## config.mk

```make
export PLATFORM = sky130hd
export DESIGN_NAME = bas_seq
export DESIGN_NICKNAME = d
export VERILOG_FILES = /design/src/rtl/bas_pkg.sv /design/src/rtl/bas_start_arb.sv /design/src/rtl/bas_addr_reg.sv /design/src/rtl/bas_order_map.sv /design/src/rtl/bas_seq.sv
export SDC_FILE = /design/constraint.sdc
export NUM_CORES = 1
export LEC_CHECK = 0
export ABC_AREA = 1
export BUFFER_PORTS_ARGS = -buffer_cell sky130_fd_sc_hd__buf_2
export CORE_MARGIN = 2
export CORE_UTILIZATION = 40
export CTS_BUF_LIST = sky130_fd_sc_hd__clkbuf_2 sky130_fd_sc_hd__clkbuf_4 sky130_fd_sc_hd__clkbuf_8
export CTS_CLUSTER_SIZE = 20
export DETAILED_ROUTE_END_ITERATION = 7
export PLACE_DENSITY = 0.7
export SYNTH_ARGS = -nofsm -noshare
export SYNTH_HDL_FRONTEND = slang
export SYNTH_SLANG_ARGS = --single-unit
```

## constraint.sdc

```tcl
create_clock -name clk -period 1.5 [get_ports clk]
set_input_delay 0.15 -clock clk [delete_from_list [all_inputs] [get_ports clk]]
set_output_delay 0.15 -clock clk [all_outputs]
set_load 0.01 [all_outputs]
```

## src/rtl/bas_pkg.sv

```systemverilog
package bas_pkg;

   typedef enum logic {
      ORD_LINEAR     = 1'b0,
      ORD_INTERLEAVE = 1'b1
   } burst_order_e;

   typedef enum logic [1:0] {
      ACT_HOLD = 2'd0,
      ACT_LOAD = 2'd1,
      ACT_STEP = 2'd2
   } seq_act_e;

endpackage

```

## src/rtl/bas_start_arb.sv

```systemverilog
module bas_start_arb
   import bas_pkg::*;
(
   input  logic     ctrl_start,
   input  logic     cpu_start,
   input  logic     cpu_en,
   input  logic     adv,
   output seq_act_e act
);

   // Controller strobe first, qualified processor strobe next, advance last.
   always_comb begin
      if (ctrl_start)
         act = ACT_LOAD;
      else if (cpu_start && cpu_en)
         act = ACT_LOAD;
      else if (adv)
         act = ACT_STEP;
      else
         act = ACT_HOLD;
   end

endmodule

```

## src/rtl/bas_addr_reg.sv

```systemverilog
module bas_addr_reg
   import bas_pkg::*;
#(
   parameter int ADDR_W  = 20,
   parameter int BURST_W = 2,
   localparam int UPPER_W = ADDR_W - BURST_W
) (
   input  logic               clk,
   input  logic               rst_n,
   input  seq_act_e           act,
   input  logic [ADDR_W-1:0]  ext_addr,
   output logic [UPPER_W-1:0] upper_q,
   output logic [BURST_W-1:0] start_q,
   output logic [BURST_W-1:0] cnt_q
);

   always_ff @(posedge clk) begin
      if (!rst_n) begin
         upper_q <= '0;
         start_q <= '0;
         cnt_q   <= '0;
      end else begin
         case (act)
            ACT_LOAD: begin
               upper_q <= ext_addr[ADDR_W-1:BURST_W];
               start_q <= ext_addr[BURST_W-1:0];
               cnt_q   <= '0;
            end
            ACT_STEP: cnt_q <= cnt_q + 1'b1;
            default: ;
         endcase
      end
   end

endmodule

```

## src/rtl/bas_order_map.sv

```systemverilog
module bas_order_map
   import bas_pkg::*;
#(
   parameter int BURST_W = 2
) (
   input  burst_order_e       order,
   input  logic [BURST_W-1:0] start_ofs,
   input  logic [BURST_W-1:0] cnt,
   output logic [BURST_W-1:0] low
);

   logic [BURST_W-1:0] lin_ofs;
   logic [BURST_W-1:0] ilv_ofs;

   // Modular sum: the carry out of the top bit is dropped, so the burst wraps.
   assign lin_ofs = start_ofs + cnt;

   for (genvar b = 0; b < BURST_W; b++) begin : g_ilv
      assign ilv_ofs[b] = start_ofs[b] ^ cnt[b];
   end

   assign low = (order == ORD_INTERLEAVE) ? ilv_ofs : lin_ofs;

endmodule

```

## src/rtl/bas_seq.sv

```systemverilog
module bas_seq
   import bas_pkg::*;
#(
   parameter int ADDR_W  = 20,
   parameter int BURST_W = 2
) (
   input  logic              clk,
   input  logic              rst_n,
   input  logic [ADDR_W-1:0] ext_addr,
   input  logic              ctrl_start,
   input  logic              cpu_start,
   input  logic              cpu_en,
   input  logic              adv,
   input  logic              order_sel,
   output logic [ADDR_W-1:0] mem_addr
);

   localparam int UPPER_W = ADDR_W - BURST_W;

   if (BURST_W < 1) begin : g_bad_burst
      $error("bas_seq: BURST_W must be at least 1");
   end
   if (ADDR_W <= BURST_W) begin : g_bad_addr
      $error("bas_seq: ADDR_W must exceed BURST_W");
   end

   seq_act_e           act;
   logic [UPPER_W-1:0] upper_q;
   logic [BURST_W-1:0] start_q;
   logic [BURST_W-1:0] cnt_q;
   logic [BURST_W-1:0] low_ofs;
   burst_order_e       order;

   assign order = burst_order_e'(order_sel);

   bas_start_arb u_arb (
      .ctrl_start (ctrl_start),
      .cpu_start  (cpu_start),
      .cpu_en     (cpu_en),
      .adv        (adv),
      .act        (act)
   );

   bas_addr_reg #(.ADDR_W(ADDR_W), .BURST_W(BURST_W)) u_reg (
      .clk      (clk),
      .rst_n    (rst_n),
      .act      (act),
      .ext_addr (ext_addr),
      .upper_q  (upper_q),
      .start_q  (start_q),
      .cnt_q    (cnt_q)
   );

   bas_order_map #(.BURST_W(BURST_W)) u_map (
      .order     (order),
      .start_ofs (start_q),
      .cnt       (cnt_q),
      .low       (low_ofs)
   );

   assign mem_addr = {upper_q, low_ofs};

endmodule

```

; Yosys cells after proc, flatten, opt, wreduce, memory -nomap -nowiden
; Cells that the tools add are included.
; Widths: inputs -> output; s select.
[classes]
addsub = 2
eq_ne = 2
muxes = 5
n_bitwise = 2
n_reduce_logical = 2
[ops]
columns = operator, n
row1 = $mux 2, 4
row2 = $pmux 2 s2, 1
row3 = $add 2x1->2 const B, 1
row4 = $add 2x2->2, 1
row5 = $eq 2x1->1 const B, 1
row6 = $eq 2x2->1 const B, 1
row7 = $reduce_bool 2->1, 1
row8 = $xor 1x1->1, 2
row9 = $logic_and 1x1->1, 1
[totals]
register_bits = 22
in_bits = 27
wordCells = 16

; Logic depth before layout (Yosys ltp)
; Gate-level depths: netlist (run 1).
[depth]
depth_word = 5
ltp_mapped = 10
ltp_nobuf = 10

; Hierarchy
; From an unflattened synthesis (run 1), not the netlist that was laid out.
[unflattened]
hier_cells = 123
hier_area_um2 = 913.4
[by_module_without_submodules]
columns = module, instances, cells_per_inst, area_each_um2
row1 = bas_addr_reg, 1, 103, 822.0
row2 = bas_order_map, 1, 15, 67.6
row3 = bas_start_arb, 1, 5, 23.8

; Least setup slack after synthesis (run 1)
; No wires, ideal clock.
[synth_timing]
path_type = input to register
startpoint = input port cpu_start
endpoint = register u_reg.cnt_q[1]
setup_time_ps = 122
t_arrival_ps = 972
t_required_ps = 1378
path_slack_ps = 407
stages = 10
cell_sequence = nand2_1 -> nand2_1 -> inv_1 -> nand2_1 -> inv_1 -> ha_1 -> nor2_1 -> nand2_1 -> nand2_1 -> nor2_1
[synth_between]
elab_chain_cells = 5
[synth_rtl]
columns = item, line_no
row1 = from (decl), bas_seq.sv:11  ; input logic cpu_start,
row2 = $logic_and 1x1->1 *, bas_start_arb.sv:15  ; else if (cpu_start && cpu_en)
row3 = $mux 2 *, bas_start_arb.sv:15
row4 = $mux 2 *, bas_start_arb.sv:13  ; if (ctrl_start)
row5 = $eq 2x2->1 or $eq 2x1->1 (tied branches), bas_addr_reg.sv:23  ; case (act)
row6 = $pmux 2 s2 or $reduce_bool 2->1 (tied branches), -
row7 = to (signal assigned), bas_addr_reg.sv:29  ; ACT_STEP: cnt_q <= cnt_q + 1'b1;
row8 = to (decl), bas_addr_reg.sv:14  ; output logic [BURST_W-1:0] cnt_q
; Mark *: on every way between the ends. The rest lies on a longest branch, timed or not.
; A chain may end at the register's enable or synchronous reset.

; Worst setup path in the final report (run 1)
[layout_timing]
startpoint = register u_reg.cnt_q[0]
endpoint = output port mem_addr[1]
[layout_between]
elab_chain_cells = 2
[layout_rtl]
columns = item, line_no
row1 = $add 2x2->2, bas_order_map.sv:16  ; assign lin_ofs = start_ofs + cnt;
row2 = $mux 2, bas_order_map.sv:22  ; assign low = (order == ORD_INTERLEAVE) ? ilv_ofs : lin_ofs;
row3 = to (decl), bas_seq.sv:15  ; output logic [ADDR_W-1:0] mem_addr
; Every way passes these cells.

==> flow_metrics.py, run 1 <==
metrics = {
    "critical_path": {
        "path_max_fanout": 3,
        "end_kind": "output pin",
        "crit_slowest_cell": "dfxtp_2",
        "cp_common_cell": "inv_1",
        "critPathLaunchType": "flip-flop",
        "slowest_delay_ns": 0.36,
        "path_class": "reg -> out",
        "required_ns": 1.35,
        "path_cells": "ha_1, inv_1, nor2_1, nand3_1, nand2_1, inv_1, buf_2",
        "arrival_ns": 1.23,
    },
    "die": {
        "die_w_um": 53.52,
        "rows": 17,
        "die_area_um2": 2864,
        "fp.dieH_um": 53.52,
        "boundaryPins": 47,
        "start_util_pct": 43.10,
        "core_um2": 2276,
    },
    "synthesis": {
        "synthFlopType": "dfxtp_1",
        "yosys-mux-area-fraction_pct": 0,
        "synth_compound_area_share_pct": 12.12,
        "synth-edff-count": 0,
        "netlist-cell-type-count": 16,
        "ys.warnings.count": 0,
        "synth_xor_area_share_pct": 0,
        "ys_ff_latch": 22,
        "yosysSeqAreaShare_pct": 44.90,
        "synth_area_per_cell_um2": 8.107,
        "synthesis.nets": 151,
        "syn_area_um2": 980.9,
        "synth_top_family_by_area": "simple AND/OR/NAND/NOR gates",
        "synth_area_leader_cell": "dfxtp_1",
        "async_flop_share_pct": 0,
        "synth-simple-area-share_pct": 27.42,
        "synthTopCellsByCount": "22 x dfxtp_1, 22 x nor2_1, 21 x o21ai_0",
        "synthCells": 121,
        "synth_top_cell_area_share_pct": 44.90,
        "synth-adder-area-share_pct": 3.827,
        "synth.top_cells.by_area": "dfxtp_1 45%, nor2_2 12%, o21ai_0 11%, nor2_1 8.4%, nand2_1 4.2%",
    },
    "placement": {
        "dp.cells": 189,
        "gp_congestion": 0.6903,
        "io_buffers": 46,
        "placed_cell_area_um2": 1180,
        "dp_hpwl_mm": 1.530,
    },
    "routing": {
        "first_pass_iters": 4,
        "ant_nets": 0,
        "drc": 0,
        "wl_mm": 2.028,
        "wl_per_cell_um": 10.51,
        "routed_via_density": 4.591,
        "drtIter0Drc": 13,
        "vias": 886,
    },
    "global_route": {
        "grt_max_degree": 22,
        "grt_pass1_wl_mm": 3.387,
        "gr-total-overflow": 0,
        "track_usage_pct": 16.08,
        "antenna_found_initial": 0,
        "grt_pass1_vias": 896,
    },
    "clocking": {
        "clkSinkCount": 22,
        "cts_setup_buffers": 0,
        "clk_pin_slew_ns": 0.13,
        "clock_latency_ns": 0.31,
        "cts_root_buffer": "clkbuf_4",
        "cts_buffer_depth": 2,
        "cts_tree": "yes",
        "cts_buffers": 3,
        "htree_levels": 1,
    },
    "timing": {
        "finalCritPeriodShare_pct": 91.79,
        "max_freq_mhz": 726.3,
        "slew_viol_final": 0,
        "setup_viol": 0,
        "relSlewSlack_pct": 51.98,
        "fin_crit_ns": 1.377,
        "hold_violations": 0,
        "tightest_slew_ns": 0.7203,
        "skew_ns": 0.01043,
        "rsz0062_at_grt": "false",
    },
    "cells_and_area": {
        "drive_above_1_share_pct": 44.85,
        "multi_input_area_um2": 425.4,
        "regArea_um2": 442.9,
        "area_delta_synth_final_pct": 25.89,
        "fillCellCount": 228,
        "antenna_cells": 0,
        "nets": 196,
        "post-route-cell-area_um2": 1235,
        "stdcell_count": 193,
    },
    "outcome": {
        "status": "completed",
    },
    "pwr": {
        "max-vdd-ir-drop_v": 0.001031,
        "p_total_mw": 1.366,
        "power.leakage_nw": 0.6301,
        "p_per_area_nw_per_um2": 1106,
    },
    "worst_hold_path": {
        "hold_class": "in -> reg",
    },
    "run": {
        "cap_violations": 0,
    },
}
worst max-delay path, delay by kind of cell, from the launching register on:
kind	cells	cell delay, ns
DFF	1	0.36
and+or+nand+nor	3	0.21
buffers and inverters	3	0.19
adders and majority gates	1	0.16
cell type report:
type / instances / area share [%]
inverter: 11 / 3.951
multi-input combinational: 82 / 34.45
tap: 28 / 2.837
clock buffer: 3 / 1.824
sequential: 22 / 35.87
clock inverter: 1 / 2.432
timing repair buffer: 46 / 18.64
power breakdown:
part	leakage [nW]	switching [mW]	internal, mW
combinational	0.419	0.149	0.106
sequential	0.183	0.0237	0.636
clock	0.0279	0.181	0.270
layer usage:
layer / vias up / global-route usage (%) / part of all wire, %
met2: 30 / 26.95 / 46
met4: 0 / 8.547 / 2.4
met1: 385 / 18.58 / 45
li1: 464 / - / -
met3: 7 / 4.237 / 7.0
met5: - / 0 / 0
state kept, by name (all words and copies together), names as in the netlist:
signal         count
u_reg.upper_q     18
u_reg.start_q      2
u_reg.cnt_q        2
cells in the final DEF, fill, tap and decap left out, drive strengths merged:
master / synthesis / layout
dfxtp: 22 / 22
nand3: 2 / 2
inv: 11 / 11
nand2: 11 / 11
bufinv: 0 / 1
ha: 3 / 3
nor2: 42 / 42
clkbuf: 0 / 3
o21ai: 22 / 22
a21oi: 1 / 1
buf: 6 / 46
nor3: 1 / 1
repair_timing:
| action | CTS | global route |
|---|---|---|
| endpoints found under the setup margin | 0 | 1 |
| endpoints found under the hold margin | 0 | 0 |
| resized for setup | 0 | 2 |
| hold buffers | 0 | 0 |
per-stage QoR:
step	setup WS [ns]	util, %	TNS [ns]	hold WS (ns)
final	0.1231	54.26	0	0.05215
after global routing	0.01174	54.26	0	0.05585
after CTS	0.06769	54.15	0	0.04591
after detailed placement	-0.1625	51.84	-1.873	0.3851
after global placement	-0.1220	51.84	-1.136	0.3791
after floorplan	0.4070	-	0	0.2776
cells by family (layout without fill, tap and decap cells):
kind of cell / Yosys count / after routing
AO/OA/AOI/OAI: 23 / 23
adder cells (fa/ha/maj): 3 / 3
buffers and inverters: 17 / 61
flip-flops: 22 / 22
AND/OR/NAND/NOR: 56 / 56
worst paths after layout:
kind	startpoint	to	slack [ns]	depth (start not counted)
worst max register to register	u_reg.cnt_q[0]$_SDFFE_PN0P_	u_reg.cnt_q[1]$_SDFFE_PN0P_	0.72	5
worst min register to register	u_reg.start_q[0]$_SDFFE_PN0N_	u_reg.start_q[0]$_SDFFE_PN0N_	0.51	2
worst max-delay path	u_reg.cnt_q[0]$_SDFFE_PN0P_	mem_addr[1]	0.12	7
worst min-delay path	ext_addr[14]	u_reg.upper_q[12]$_SDFFE_PN0N_	0.05	3
Note: power is estimated with default switching activity, not from simulation.
==> run 2: changes to the inputs <==
- CORE_UTILIZATION: 40 -> 47
- PLACE_DENSITY: 0.7 -> 0.81
==> flow_metrics.py, run 2 (synthesis gave the netlist of run 1 again) <==
metrics = {
    "outcome": {
        "status": "completed",
    },
    "clocking": {
        "cts_buffers": 3,
        "cts_root_buffer": "clkbuf_4",
        "htree_levels": 1,
        "cts_buffer_depth": 2,
        "cts-resized-gates": 0,
        "cts_setup_buffers": 0,
        "cts_hold_buf": 0,
        "cts_tree": "yes",
        "clk_pin_slew_ns": 0.11,
        "clock_latency_ns": 0.29,
        "clkSinkCount": 22,
    },
    "timing": {
        "relSlewSlack_pct": 54.88,
        "slew_viol_final": 0,
        "skew_ns": 0.0002542,
        "hold_violations": 0,
        "tightest_slew_ns": 0.6768,
        "setup_viol": 0,
        "finalCritPeriodShare_pct": 92.66,
        "fin_setup_tns_ns": 0,
        "rsz0062_at_grt": "false",
        "fin_crit_ns": 1.390,
        "max_freq_mhz": 719.5,
    },
    "global_route": {
        "antenna_found_initial": 0,
        "gr-total-overflow": 0,
        "grt_max_degree": 22,
        "track_usage_pct": 16.54,
        "grt_pass1_vias": 787,
        "grt_pass1_wl_mm": 3.215,
    },
    "worst_hold_path": {
        "holdPathStages": 3,
        "hold_class": "in -> reg",
    },
    "cells_and_area": {
        "multi_input_area_um2": 425.4,
        "top_register": "u_reg.upper_q",
        "area_delta_synth_final_pct": 23.85,
        "nets": 196,
        "largest_register_ff_count": 18,
        "final_common_cell": "buf_2",
        "fillCellCount": 196,
        "top_regs": "u_reg.upper_q: 18 flops, u_reg.cnt_q: 2 flops, u_reg.start_q: 2 flops",
        "layout_common_cells": "46 x buf_2, 22 x nor2_1, 22 x dfxtp_1",
        "post-route-cell-area_um2": 1215,
        "drive_above_1_share_pct": 43.64,
        "antenna_cells": 0,
        "regArea_um2": 440.4,
    },
    "routing": {
        "routed_via_density": 4.589,
        "ant_nets": 0,
        "drtIter0Drc": 8,
        "vias": 881,
        "drc": 0,
        "wl_mm": 1.860,
        "wl_per_cell_um": 9.688,
        "first_pass_iters": 4,
    },
    "pwr": {
        "power.leakage_nw": 0.6225,
        "pwr-share-comb_pct": 20.8,
        "swShare_pct": 27.21,
        "p_per_area_nw_per_um2": 1005,
        "seqPwrFrac_pct": 53.9,
        "intPower_mw": 0.8889,
        "power.switching_mw": 0.3323,
        "max-vdd-ir-drop_v": 0.0005210,
        "clockPowerShare_pct": 25.3,
    },
    "die": {
        "rows": 16,
        "die_w_um": 49.69,
        "die_area_um2": 2469,
        "start_util_pct": 50.00,
        "core_um2": 1962,
        "boundaryPins": 47,
        "fp.dieH_um": 49.69,
    },
    "placement": {
        "placed_cell_area_um2": 1179,
        "gp_congestion": 0.6748,
        "dp_hpwl_mm": 1.450,
        "io_buffers": 46,
    },
    "critical_path": {
        "required_ns": 1.35,
        "crit_slowest_cell": "dfxtp_1",
        "rr_worst_depth": 5,
        "path_class": "reg -> out",
        "arrival_ns": 1.24,
        "slowest_delay_ns": 0.37,
        "path_cells": "ha_1, inv_1, nor2_1, nand3_1, nand2_1, inv_1, buf_2",
        "end_kind": "output pin",
        "cp_common_cell": "inv_1",
        "path_max_fanout": 3,
        "critPathLaunchType": "flip-flop",
    },
    "run": {
        "cap_violations": 0,
    },
}
## run 2: area by class of cell
cell class / count / share of cell area [%]
clock buffers: 4 / 2.987
flip-flops and latches: 22 / 36.25
multi-input cells: 82 / 35.02
repair buffers: 46 / 18.95
inverters: 11 / 4.016
well taps: 27 / 2.781
## run 2: power by group through the flow
stage | registers (mW) | logic, mW | clock network (mW)
detailed placement | 0.672 | 0.257 | 0
global route | 0.666 | 0.289 | 0.356
global placement | 0.671 | 0.250 | 0
floorplan | 0.691 | 0.157 | 0
CTS | 0.659 | 0.258 | 0.323
finish | 0.658 | 0.254 | 0.309
## run 2: worst paths after layout
check	startpoint	to	slack, ns
min reg2reg	u_reg.upper_q[14]$_SDFFE_PN0N_	u_reg.upper_q[14]$_SDFFE_PN0N_	0.51
max	u_reg.cnt_q[0]$_SDFFE_PN0P_	mem_addr[1]	0.11
max reg2reg	u_reg.cnt_q[0]$_SDFFE_PN0P_	u_reg.cnt_q[1]$_SDFFE_PN0P_	0.69
min	ext_addr[3]	u_reg.upper_q[1]$_SDFFE_PN0N_	0.08
## run 2: per-layer routing
metal | up-vias | routed length (um) | GRT usage [%]
met5 | - | 0 | 0
met4 | 0 | 19 | 6.944
met3 | 2 | 66 | 2.727
met2 | 24 | 999 | 28.89
met1 | 389 | 774 | 19.92
li1 | 466 | - | -
## run 2: worst max-delay path, delay by kind of cell (launching register included)
family | cells | cell delay (ns)
adder cells (fa/ha/maj) | 1 | 0.18
AND/OR/NAND/NOR | 3 | 0.19
buffers and inverters | 3 | 0.20
flip-flops | 1 | 0.37
## run 2: through the flow
step / total power [mW] / worst slack [ns] / util, % / std cells / hold slack, ns
floorplan: 0.8475 / 0.4070 / - / 121 / 0.2776
global placement: 0.9215 / -0.09776 / 60.08 / 188 / 0.3766
detailed placement: 0.9285 / -0.1150 / 60.08 / 188 / 0.3830
CTS: 1.240 / 0.09116 / 61.93 / 192 / 0.06402
global route: 1.311 / 0.005989 / 61.93 / 192 / 0.06573
finish: 1.221 / 0.1101 / 61.93 / 192 / 0.07517
